[config.mk]
export PLATFORM = sky130hd
export DESIGN_NAME = can_irq_unit
export DESIGN_NICKNAME = d
export VERILOG_FILES = /design/src/rtl/can_irq_pkg.sv /design/src/rtl/can_irq_status.sv /design/src/rtl/can_irq_objpend.sv /design/src/rtl/can_irq_unit.sv
export SDC_FILE = /design/constraint.sdc
export NUM_CORES = 1
export LEC_CHECK = 0
export BUFFER_PORTS_ARGS = -buffer_cell sky130_fd_sc_hd__buf_2
export CORE_ASPECT_RATIO = 0.5
export CORE_MARGIN = 5
export CORE_UTILIZATION = 40
export CTS_CLUSTER_DIAMETER = 80
export CTS_CLUSTER_SIZE = 16
export DETAILED_ROUTE_END_ITERATION = 6
export HOLD_SLACK_MARGIN = 0.03
export PLACE_DENSITY = 0.7
export SLEW_MARGIN = 20
export SYNTH_ARGS = -nofsm -noshare
export SYNTH_HDL_FRONTEND = slang
export SYNTH_SLANG_ARGS = --single-unit
export TNS_END_PERCENT = 20
[constraint.sdc]
create_clock -name clk -period 1.79 [get_ports clk]
set_clock_uncertainty 0.05 [all_clocks]
set_input_delay 0.2685 -clock clk [delete_from_list [all_inputs] [get_ports clk]]
set_output_delay 0.2685 -clock clk [all_outputs]
set_load 0.01 [all_outputs]
[src/rtl/can_irq_pkg.sv]
// Shared constants and types for the CAN interrupt/status unit.
// Assumes a 3-bit register offset space and 16-bit registers.
package can_irq_pkg;
    localparam logic [2:0] A_CTRL  = 3'd0;
    localparam logic [2:0] A_STAT  = 3'd1;
    localparam logic [2:0] A_CAUSE = 3'd2;
    localparam logic [2:0] A_PLO   = 3'd3;
    localparam logic [2:0] A_PHI   = 3'd4;
    localparam logic [2:0] A_CMASK = 3'd5;
    localparam logic [2:0] A_CREQ  = 3'd6;

    localparam logic [15:0] CAUSE_STATUS = 16'h8000;

    typedef enum logic [2:0] {
        LEC_NONE  = 3'd0,
        LEC_STUFF = 3'd1,
        LEC_FORM  = 3'd2,
        LEC_ACK   = 3'd3,
        LEC_BIT1  = 3'd4,
        LEC_BIT0  = 3'd5,
        LEC_CRC   = 3'd6,
        LEC_RSVD  = 3'd7
    } lec_e;

    typedef struct packed {
        logic       boff;
        logic       warn;
        logic       passive;
        logic       rx_ok;
        logic       tx_ok;
        logic [2:0] lec;
    } stat_t;

    typedef struct packed {
        logic no_retry;
        logic err_ie;
        logic stat_ie;
        logic mod_ie;
    } ctrl_t;
endpackage

[src/rtl/can_irq_status.sv]
// Status register and status-interrupt pending flag.
// Holds transfer-ok flags, last error code and error-state flags; raises the
// pending flag on enabled events and drops it when the host reads status.
// Assumes event inputs are single-cycle pulses from the protocol engine.
module can_irq_status
    import can_irq_pkg::*;
#(
    parameter int CNT_W      = 8,
    parameter int WARN_LIMIT = 96
) (
    input  logic             clk,
    input  logic             rst_n,
    input  logic             stat_ie,
    input  logic             err_ie,
    input  logic             ev_tx_ok,
    input  logic             ev_rx_ok,
    input  logic             ev_lec_valid,
    input  logic [2:0]       ev_lec,
    input  logic [CNT_W-1:0] tx_err_cnt,
    input  logic [CNT_W-1:0] rx_err_cnt,
    input  logic             err_passive,
    input  logic             bus_off,
    input  logic             host_wr,
    input  logic [4:0]       host_wdata,
    input  logic             host_rd,
    output stat_t            stat,
    output logic             stat_pend
);
    localparam logic [CNT_W-1:0] WARN_L = CNT_W'(WARN_LIMIT);

    logic warn_now;
    logic err_rise;
    logic stat_evt;
    logic err_evt;

    // Derive the warning level and the enabled interrupt triggers.
    always_comb begin
        warn_now = (tx_err_cnt >= WARN_L) || (rx_err_cnt >= WARN_L);
        err_rise = (bus_off & ~stat.boff) | (warn_now & ~stat.warn)
                 | (err_passive & ~stat.passive);
        stat_evt = stat_ie & (ev_tx_ok | ev_rx_ok
                 | (ev_lec_valid && (ev_lec != LEC_NONE)));
        err_evt  = err_ie & err_rise;
    end

    // Update status flags: host writes first, engine events take precedence.
    always_ff @(posedge clk) begin
        if (!rst_n) begin
            stat <= '0;
        end else begin
            stat.boff    <= bus_off;
            stat.warn    <= warn_now;
            stat.passive <= err_passive;
            if (host_wr) begin
                stat.rx_ok <= host_wdata[4];
                stat.tx_ok <= host_wdata[3];
                stat.lec   <= host_wdata[2:0];
            end
            if (ev_tx_ok)     stat.tx_ok <= 1'b1;
            if (ev_rx_ok)     stat.rx_ok <= 1'b1;
            if (ev_lec_valid) stat.lec   <= ev_lec;
        end
    end

    // Track the status interrupt: set on events, cleared by a status read.
    always_ff @(posedge clk) begin
        if (!rst_n)                 stat_pend <= 1'b0;
        else if (stat_evt | err_evt) stat_pend <= 1'b1;
        else if (host_rd)           stat_pend <= 1'b0;
    end

    assert_rd_clears_R4: assert property (@(posedge clk) disable iff (!rst_n)
        (host_rd && !(stat_evt || err_evt)) |=> !stat_pend);

    assert_warn_level_R6: assert property (@(posedge clk) disable iff (!rst_n)
        (tx_err_cnt >= WARN_L) |=> stat.warn);
endmodule

[src/rtl/can_irq_objpend.sv]
// Per-object interrupt pending bits, clear command sequencer and priority
// encoder. A command accepted while idle stays busy for BUSY_CYC cycles and
// clears the selected object at the end. Lower object numbers win.
// Assumes object numbers are 1-based; other values clear nothing.
module can_irq_objpend #(
    parameter int NUM_OBJ  = 32,
    parameter int BUSY_CYC = 3,
    parameter int ID_W     = $clog2(NUM_OBJ + 1)
) (
    input  logic               clk,
    input  logic               rst_n,
    input  logic [NUM_OBJ-1:0] obj_set,
    input  logic               clr_en,
    input  logic               req_wr,
    input  logic [ID_W-1:0]    req_num,
    output logic [NUM_OBJ-1:0] pend,
    output logic               busy,
    output logic [ID_W-1:0]    cur_num,
    output logic [ID_W-1:0]    top_id
);
    localparam int CNT_W = $clog2(BUSY_CYC + 1);

    logic [CNT_W-1:0]   cnt;
    logic               sel_q;
    logic               accept;
    logic               done;
    logic [NUM_OBJ-1:0] clr_vec;

    assign busy    = (cnt != '0);
    assign accept  = req_wr && !busy;
    assign done    = (cnt == CNT_W'(1));
    assign cur_num = num_q_w;

    logic [ID_W-1:0] num_q_w;

    // Sequence a clear command: latch request and count down the busy window.
    always_ff @(posedge clk) begin
        if (!rst_n) begin
            cnt     <= '0;
            num_q_w <= '0;
            sel_q   <= 1'b0;
        end else if (accept) begin
            cnt     <= CNT_W'(BUSY_CYC);
            num_q_w <= req_num;
            sel_q   <= clr_en;
        end else if (busy) begin
            cnt <= cnt - 1'b1;
        end
    end

    // One clear strobe per object, decoded from the latched number.
    for (genvar k = 0; k < NUM_OBJ; k++) begin : g_clr
        assign clr_vec[k] = done && sel_q && (num_q_w == ID_W'(k + 1));
    end

    // Pending bits: new set requests win over a simultaneous clear.
    always_ff @(posedge clk) begin
        if (!rst_n) pend <= '0;
        else        pend <= (pend & ~clr_vec) | obj_set;
    end

    // Priority encoder: lowest-numbered pending object, 0 when none.
    always_comb begin
        top_id = '0;
        for (int k = NUM_OBJ - 1; k >= 0; k--) begin
            if (pend[k]) top_id = ID_W'(k + 1);
        end
    end

    assert_set_lands_R2: assert property (@(posedge clk) disable iff (!rst_n)
        (|obj_set) |=> ((pend & $past(obj_set)) == $past(obj_set)));

    assert_clear_at_end_R11: assert property (@(posedge clk) disable iff (!rst_n)
        (($past(pend) & ~pend) != '0) |-> $fell(busy));

    assert_busy_ignores_R12: assert property (@(posedge clk) disable iff (!rst_n)
        (busy && req_wr) |=> $stable(num_q_w));
endmodule

[src/rtl/can_irq_unit.sv]
// Top of the CAN interrupt/status unit: register decode, control register,
// command mask, cause generation, read mux and interrupt line.
// Assumes one access per cycle and registered read data one cycle later.
module can_irq_unit
    import can_irq_pkg::*;
#(
    parameter int NUM_OBJ    = 32,
    parameter int DATA_W     = 16,
    parameter int ADDR_W     = 3,
    parameter int CNT_W      = 8,
    parameter int WARN_LIMIT = 96,
    parameter int BUSY_CYC   = 3
) (
    input  logic               clk,
    input  logic               rst_n,
    input  logic [ADDR_W-1:0]  reg_addr,
    input  logic               reg_wr,
    input  logic               reg_rd,
    input  logic [DATA_W-1:0]  reg_wdata,
    output logic [DATA_W-1:0]  reg_rdata,
    input  logic [NUM_OBJ-1:0] obj_set,
    input  logic               ev_tx_ok,
    input  logic               ev_rx_ok,
    input  logic               ev_lec_valid,
    input  logic [2:0]         ev_lec,
    input  logic [CNT_W-1:0]   tx_err_cnt,
    input  logic [CNT_W-1:0]   rx_err_cnt,
    input  logic               err_passive,
    input  logic               bus_off,
    output logic               irq,
    output logic               no_retry
);
    localparam int HALF = NUM_OBJ / 2;
    localparam int ID_W = $clog2(NUM_OBJ + 1);

    ctrl_t              ctrl_q;
    logic               cmask_q;
    stat_t              stat;
    logic               stat_pend;
    logic [NUM_OBJ-1:0] pend;
    logic               busy;
    logic [ID_W-1:0]    cur_num;
    logic [ID_W-1:0]    top_id;
    logic [DATA_W-1:0]  cause;
    logic [DATA_W-1:0]  rd_mux;
    logic               unused_wdata_bits;

    assign unused_wdata_bits = ^reg_wdata[DATA_W-1:ID_W];

    wire [ADDR_W-1:0] a_ctrl  = ADDR_W'(A_CTRL);
    wire [ADDR_W-1:0] a_stat  = ADDR_W'(A_STAT);
    wire [ADDR_W-1:0] a_cause = ADDR_W'(A_CAUSE);
    wire [ADDR_W-1:0] a_plo   = ADDR_W'(A_PLO);
    wire [ADDR_W-1:0] a_phi   = ADDR_W'(A_PHI);
    wire [ADDR_W-1:0] a_cmask = ADDR_W'(A_CMASK);
    wire [ADDR_W-1:0] a_creq  = ADDR_W'(A_CREQ);

    // Control and command-mask registers written by the host.
    always_ff @(posedge clk) begin
        if (!rst_n) begin
            ctrl_q  <= '0;
            cmask_q <= 1'b0;
        end else if (reg_wr) begin
            if (reg_addr == a_ctrl)  ctrl_q  <= ctrl_t'(reg_wdata[3:0]);
            if (reg_addr == a_cmask) cmask_q <= reg_wdata[0];
        end
    end

    can_irq_status #(
        .CNT_W      (CNT_W),
        .WARN_LIMIT (WARN_LIMIT)
    ) u_status (
        .clk          (clk),
        .rst_n        (rst_n),
        .stat_ie      (ctrl_q.stat_ie),
        .err_ie       (ctrl_q.err_ie),
        .ev_tx_ok     (ev_tx_ok),
        .ev_rx_ok     (ev_rx_ok),
        .ev_lec_valid (ev_lec_valid),
        .ev_lec       (ev_lec),
        .tx_err_cnt   (tx_err_cnt),
        .rx_err_cnt   (rx_err_cnt),
        .err_passive  (err_passive),
        .bus_off      (bus_off),
        .host_wr      (reg_wr && (reg_addr == a_stat)),
        .host_wdata   (reg_wdata[4:0]),
        .host_rd      (reg_rd && (reg_addr == a_stat)),
        .stat         (stat),
        .stat_pend    (stat_pend)
    );

    can_irq_objpend #(
        .NUM_OBJ  (NUM_OBJ),
        .BUSY_CYC (BUSY_CYC),
        .ID_W     (ID_W)
    ) u_objpend (
        .clk     (clk),
        .rst_n   (rst_n),
        .obj_set (obj_set),
        .clr_en  (cmask_q),
        .req_wr  (reg_wr && (reg_addr == a_creq)),
        .req_num (reg_wdata[ID_W-1:0]),
        .pend    (pend),
        .busy    (busy),
        .cur_num (cur_num),
        .top_id  (top_id)
    );

    // Cause: status code overrides the object priority result.
    assign cause    = stat_pend ? DATA_W'(CAUSE_STATUS) : DATA_W'(top_id);
    assign irq      = ctrl_q.mod_ie && (cause != '0);
    assign no_retry = ctrl_q.no_retry;

    // Read multiplexer over all host-visible registers.
    always_comb begin
        rd_mux = '0;
        case (reg_addr)
            a_ctrl:  rd_mux[3:0] = ctrl_q;
            a_stat:  rd_mux[7:0] = stat;
            a_cause: rd_mux = cause;
            a_plo:   rd_mux[HALF-1:0] = pend[HALF-1:0];
            a_phi:   rd_mux[NUM_OBJ-HALF-1:0] = pend[NUM_OBJ-1:HALF];
            a_cmask: rd_mux[0] = cmask_q;
            a_creq: begin
                rd_mux[DATA_W-1] = busy;
                rd_mux[ID_W-1:0] = cur_num;
            end
            default: rd_mux = '0;
        endcase
    end

    // Register the read data for the cycle after the strobe.
    always_ff @(posedge clk) begin
        if (!rst_n)      reg_rdata <= '0;
        else if (reg_rd) reg_rdata <= rd_mux;
    end

    assert_cause_status_R3: assert property (@(posedge clk) disable iff (!rst_n)
        (reg_rd && (reg_addr == a_cause) && stat_pend)
        |=> (reg_rdata == DATA_W'(CAUSE_STATUS)));

    assert_ctrl_retry_R10: assert property (@(posedge clk) disable iff (!rst_n)
        (reg_wr && (reg_addr == a_ctrl)) |=> (no_retry == $past(reg_wdata[3])));
endmodule

==> summary.txt, run 1 <==
Status
  – Outcome: finished, violations left
  – Failing checks: negative setup slack

Timing
  – Final Critical Period: ~2.4 ns
  – Hold Vio Cnt, Final: 0
  – Max-slew violations: 0
  – Rel. slew slack: between 50% and 60%
  – Final setup vio count: 7
  – Least-Margin Pin Slew: approximately 0.66 ns
  – Final period utilization: 135.6%
  – Highest clock rate: a little over 0.4 GHz
  – Setup_tns: -0.9752 ns
  – WHS: 0.08783 ns
  – RSZ-0062 raised after global routing: yes
  – Worst setup slack after layout: -0.6377 ns

Placed design
  – Pre-CTS WS: -0.2890 ns
  – I/O Buffers: 76
  – Dpl cells: approximately 690
  – Hpwl dp: just over 9000 um
  – Placer Congestion: around 0.97
  – Area after DPL: approximately 4500 um^2

Job
  – Max-cap viol count: 0

Final layout
  – N_diodes: 0
  – # nets final: 669
  – Fin area: ~5000 um^2
  – Syn-to-layout area delta: 34.33%
  – Number of fill cells: between 800 and 900
  – Final core utilization: approximately 56%
  – Finished Layout Cells: 710
  – Proportion of layout cells with a drive suffix above 1: 31.37%

Synthesis
  – Syn_area_per_cell: approximately 8 um^2
  – Post-Syn Instances: between 400 and 500
  – Mux cell area share after synthesis: 6.646%
  – Simple-Gate Fraction of Synth Area: approximately 22%
  – Post-synth EDFFs: 0
  – Seq/Total Area, Yosys: ~39%
  – Syn Nets: approximately 540
  – Post-Synth XOR/XNOR Area: 0%
  – Largest family of logic cells by synthesized area: compound AO/OA/AOI/OAI gates
  – Synth area leader: dfxtp_1
  – Seq cells post-synth: 71
  – Most common cell in the netlist: dfxtp_1
  – Cells taking the most area after synthesis: dfxtp_1, nor2_1, a21oi_1
  – Synth top cells by count: dfxtp_1, nor2_1, a21oi_1, inv_1, nand2_1
  – Yosys cell types: 56
  – Area share of the largest cell type after synthesis: 38.92%
  – Synth Area in Compound Gates: between 20 and 25%
  – Fraction of the mapped netlist area in adder cells: less than 1%
  – Synthesized area: 3652 um^2
  – Yosys warnings: 0
  – FFs w/ async S/R, synth: 0%
  – Dominant synthesized flop cell: dfxtp_1

Global route
  – Number of global-route vias before repair: ~3500
  – All-layer global routing usage: 20.87%
  – Grt total ovfl: 0
  – First-pass GRT wire length: 18800 um
  – Initial antenna violation count: 0
  – Largest net degree at the start of global routing: 37

Drt
  – DR vias/cell: around 5.4
  – Initial DRC count: 515
  – DRC violation count after routing: 0
  – Final wirelength: 11940 um
  – DR WL/cell: ~17 um
  – Antenna-violating nets left: 0
  – Router iterations before antenna repair: 5
  – Via count: 3844

Power
  – Pwr Density: around 900 nW/um^2
  – Leakage power: between 2 and 2.5 nW
  – Total chip power: between 4 and 5 mW
  – Worst VDD drop: 0.4936 mV

Floorplanning
  – Die height: 77.57 um
  – Initial Util: between 40% and 50%
  – Row count: 24
  – CORE AREA: a little under 9000 um^2
  – Die area: 11260 um^2
  – Width of the chip: 145.1 um
  – I/O pin count: 97

Critical path
  – Slack of the worst reg-to-reg path: -0.12 ns
  – Critical path peak fanout: 3
  – CP Data Arrival Time: 2.11 ns
  – Critical Path Start Type: flop
  – Crit path kind: flop to primary output
  – Worst EP required: 1.47 ns
  – Worst setup EP type: primary output

Clock network
  – Clock slew at reported path FFs: ~0.05 ns
  – Clk Latency, worst-skew pair: 0.34 ns
  – Maximum clock insertion buffer count: 2
  – # clock sinks: 71
  – Setup Buffers After CTS: 0
  – Clock Tree Root: clkbuf_16
  – CTS tree: yes
  – CTS H-tree depth: 3
  – TritonCTS buffer count: 9

Min path
  – Worst Hold Class: input pin to flop
-- area by class of cell --
cell class / count / area, um^2 / share of cell area (%)
Inverter: 38 / 142.6 / 2.907
Clock inverter: 6 / 60.06 / 1.224
Tap cell: 117 / 146.4 / 2.984
Clock buffer: 10 / 239.0 / 4.871
Multi-Input combinational cell: 328 / 2032 / 41.42
Sequential cell: 71 / 1425 / 29.05
Timing Repair Buffer: 140 / 860.8 / 17.55
-- registers in the layout (all words and copies together), names as in the netlist --
register / flops
u_objpend.cnt: 2
no_retry: 1
u_objpend.cur_num: 6
u_objpend.pend: 32
reg_rdata: 16
u_status.stat: 8
u_objpend.sel_q: 1
cmask_q: 1
u_status.stat_pend: 1
ctrl_q: 3
-- metal layers --
| layer | global-route usage (%) | part of all wire [%] | up-vias |
|---|---|---|---|
| li1 | - | - | 1898 |
| met1 | 32.19 | 51 | 1781 |
| met2 | 27.80 | 40 | 150 |
| met3 | 5.355 | 7.8 | 15 |
| met4 | 6.611 | 1.8 | 0 |
| met5 | 0 | 0 | - |
-- final timing paths --
| check | from | end | cells past startpoint |
|---|---|---|---|
| max | u_objpend.pend[23] | irq | 6 |
| max reg2reg | u_objpend.pend[17] | reg_rdata[0] | 6 |
| min | obj_set[11] | u_objpend.pend[11] | 3 |
| min reg2reg | u_objpend.cnt[0] | u_objpend.cnt[0] | 1 |
-- worst max-delay path, stage by stage, from the launching register on --
cell	delay, ns
dfxtp_2	0.32
or4_4	0.56
nor4_4	0.31
nand2b_1	0.10
a211oi_2	0.20
a41oi_2	0.13
buf_2	0.16
-- power by group --
| group | total [mW] | switching, mW | internal (mW) |
|---|---|---|---|
| Sequential | 1.79 | 0.0941 | 1.70 |
| Clock | 1.79 | 0.682 | 1.11 |
| Combinational | 0.823 | 0.447 | 0.376 |
-- cells by family (layout without fill, tap and decap cells) --
logic type / Yosys count / after routing
buffers and inverters: 63 / 194
flip-flops: 71 / 71
AND/OR/NAND/NOR: 162 / 162
multiplexers: 24 / 24
AO/OA/AOI/OAI: 140 / 140
adder cells (fa/ha/maj): 2 / 2
-- cells in the final DEF (no fill, tap or decap), types with 4 or more instances in the layout --
cell type	count
buf_2	76
nor2_1	69
dfxtp_1	68
buf_4	64
a21oi_1	47
inv_1	37
nand2_1	26
o21ai_0	23
mux2i_1	22
nand3_1	11
a211oi_1	11
nor2b_1	9
clkbuf_16	9
nand2b_1	8
a22oi_1	7
nor3_1	6
o31ai_1	6
nor4_1	6
a31oi_1	6
a221o_1	4
a21oi_2	4
o21ai_1	4
-- what timing repair did --
item	in CTS	in global routing
gates resized for setup	4	14
pin swaps	7	2
setup endpoints to repair	6	23
hold buffers	0	0
Note: power is estimated with default switching activity, not from simulation.
==> inputs of run 2 (changes only) <==
--- a/config.mk
+++ b/config.mk
@@ -8,12 +8,13 @@
 export BUFFER_PORTS_ARGS = -buffer_cell sky130_fd_sc_hd__buf_2
 export CORE_ASPECT_RATIO = 0.5
 export CORE_MARGIN = 5
-export CORE_UTILIZATION = 40
+export CORE_UTILIZATION = 44
 export CTS_CLUSTER_DIAMETER = 80
 export CTS_CLUSTER_SIZE = 16
 export DETAILED_ROUTE_END_ITERATION = 6
+export GPL_ROUTABILITY_DRIVEN = 0
 export HOLD_SLACK_MARGIN = 0.03
-export PLACE_DENSITY = 0.7
+export PLACE_DENSITY = 0.75
 export SLEW_MARGIN = 20
 export SYNTH_ARGS = -nofsm -noshare
 export SYNTH_HDL_FRONTEND = slang
==> run 2 against run 1 <==
The flow still finishes with violations (negative setup slack). Die area down 8.2%. Non-clock buffer count down 3. Count of clock-buffer cells in the layout up 2. Wire length down 0.97%. Power down 0.49%. Highest routed layer unchanged.
==> summary.txt, run 2 (synthesized netlist as in run 1, its figures left out) <==
Critical path
  – Critical Path End: irq
  – Crit path largest cell delay: 0.56 ns
  – RR Endpoint: reg_rdata[0]
  – CP Launch Point: u_objpend.pend[26]
  – Critical path peak fanout: 3
  – Max stage delay cell, worst path: or4_4
  – Slack of the worst reg-to-reg path: -0.17 ns
  – Crit path kind: flop to primary output
  – CP Data Arrival Time: about 2.2 ns
  – RR Startpoint: u_objpend.pend[19]
  – Worst EP required: 1.47 ns
  – R2R cell count: 6
  – Crit-path cells: or4_4, nor4_4, nand2b_1, a211oi_2, a41oi_2, buf_2
  – Worst setup EP type: primary output
  – Critical Path Start Type: flop

Clock network
  – TritonCTS buffer count: 9
  – # clock sinks: just over 70
  – Maximum clock insertion buffer count: 2
  – CTS H-tree depth: 3
  – Setup Buffers After CTS: 0
  – Clk Latency, worst-skew pair: 0.34 ns
  – CTS tree: yes
  – Clock Tree Root: clkbuf_16
  – Clock slew at reported path FFs: 0.05 ns
  – # hold bufs at CTS: 0

Min path
  – Worst Hold Class: input pin to flop

Drt
  – DR WL/cell: around 17 um
  – Final wirelength: roughly 12000 um
  – Via count: between 3000 and 4000
  – DRC violation count after routing: 0
  – Antenna-violating nets left: 0
  – DR vias/cell: 5.568
  – Router iterations before antenna repair: 5
  – Initial DRC count: 314

Power
  – Pint: about 3.2 mW
  – Sw frac: 27.64%
  – Total chip power: 4.384 mW
  – Sequential share of power: between 40% and 50%
  – Pwr Density: approximately 900 nW/um^2
  – Logic gate share of total power: 18.5%
  – Worst VDD drop: around 0.48 mV
  – Leakage power: around 2.2 nW
  – Clock Power Share: about two fifths
  – Sw power: between 1 and 1.5 mW

Global route
  – All-layer global routing usage: around 23%
  – Number of global-route vias before repair: 3686
  – First-pass GRT wire length: 18530 um
  – Largest net degree at the start of global routing: 37
  – Grt total ovfl: 0
  – Met2 Track Usage GR: a little over a third
  – Initial antenna violation count: 0
  – Met1 usage: 31.60%
  – Met3 usage: approximately 8%
  – Most used routing layer: met2

Placed design
  – Hpwl dp: roughly 9000 um
  – I/O Buffers: 76
  – Pre-CTS WS: -0.3377 ns

Final layout
  – FF+latch area: between 1000 and 1500 um^2
  – Proportion of layout cells with a drive suffix above 1: a little under a third
  – N_diodes: 0
  – Largest registers: u_objpend.pend: 32 flops, reg_rdata: 16 flops, u_status.stat: 8 flops
  – Max FFs per register: 32
  – Number of fill cells: slightly above 700
  – Syn-to-layout area delta: 33.20%
  – Final core utilization: between 60% and 70%
  – Commonest non-fill, non-tap cell in the layout: buf_2
  – Commonest cells after routing, fill and taps aside: buf_2, nor2_1, dfxtp_1, buf_4, a21oi_1
  – Multi-input logic area: 2028 um^2
  – Most flops, register: u_objpend.pend
  – # nets final: 666

Timing
  – Max-slew violations: 0
  – Final Critical Period: roughly 2.5 ns
  – Rel. slew slack: a little under two thirds
  – Final setup vio count: 7
  – Worst setup slack after layout: -0.6893 ns
  – Highest clock rate: 0.4033 GHz
  – RSZ-0062 raised after global routing: yes
  – Least-Margin Pin Slew: roughly 0.55 ns
  – Final period utilization: 138.5%
  – Hold Vio Cnt, Final: 0

Status
  – Failing checks: negative setup slack
  – Outcome: finished, violations left

Floorplanning
  – Die area: between 10000 and 15000 um^2
  – I/O pin count: 97
  – CORE AREA: about 8000 um^2
  – Width of the chip: 138.8 um
  – Row count: 23
  – Die height: about 74 um
  – Initial Util: a little under half

Job
  – Max-cap viol count: 0
run 2: cell types whose count changed in the layout (fill, tap and decap cells not counted), sizes merged:
cell | before | now
clkbuf | 10 | 12
clkinvlp | 2 | 0
buf | 140 | 137
run 2: routing by layer:
metal | share of wire (%) | routed length (um) | up-vias
li1 | - | - | 1889
met5 | 0 | 0 | -
met3 | 10 | 1213 | 14
met1 | 47 | 5517 | 1804
met4 | 0.80 | 94 | 0
met2 | 42 | 4998 | 202
run 2: area by class of cell:
type / count / area share, %
multi-input cells: 328 / 41.69
flip-flops and latches: 71 / 29.27
repair buffers: 137 / 17.23
clock buffers: 12 / 5.067
inverters: 38 / 2.932
well taps: 112 / 2.881
clock inverters: 4 / 0.9259
run 2: how the worst min path moves through the flow:
stage,to,slack (ns),startpoint,depth (start not counted)
2_1_floorplan,u_objpend.pend[23],0.34,obj_set[23],2
3_3_place_gp,reg_rdata[5],0.41,reg_rdata[5],2
3_5_place_dp,reg_rdata[12],0.43,reg_rdata[12],2
4_1_cts,u_objpend.pend[23],0.07,obj_set[23],3
5_1_grt,u_objpend.pend[13],0.09,obj_set[13],3
6_report,u_objpend.pend[31],0.08,obj_set[31],3
run 2: metrics by stage:
step,TNS (ns),hold WS (ns),instance area (um^2),instances
6_report,-1.273,0.07959,4865,702
5_1_grt,-2.087,0.08799,4865,702
4_1_cts,-1.239,0.07404,4810,702
3_5_place_dp,-0.8889,0.4296,4518,686
3_3_place_gp,-0.6023,0.4067,4518,686
2_1_floorplan,-0.1601,0.3358,3679,462
run 2: critical path: cells and delay by family (launching register included):
kind            cells  cell delay (ns)
simple gates        3             0.98
compound gates      2             0.36
flops               1             0.31
buf+inv             1             0.16
run 2: power groups by stage:
stage	Combinational (mW)	Clock [mW]	Sequential [mW]
after floorplan	0.428	0	1.82
after global placement	0.763	0	1.81
after detailed placement	0.782	0	1.81
after CTS	0.786	1.80	1.78
after global routing	0.891	1.87	1.80
final	0.813	1.78	1.79
run 2: what timing repair did:
| action | 4_1_cts | 5_1_grt |
|---|---|---|
| gates cloned | 0 | 0 |
| setup endpoints to repair | 6 | 24 |
| resized for setup | 0 | 15 |
| pin swaps | 6 | 2 |
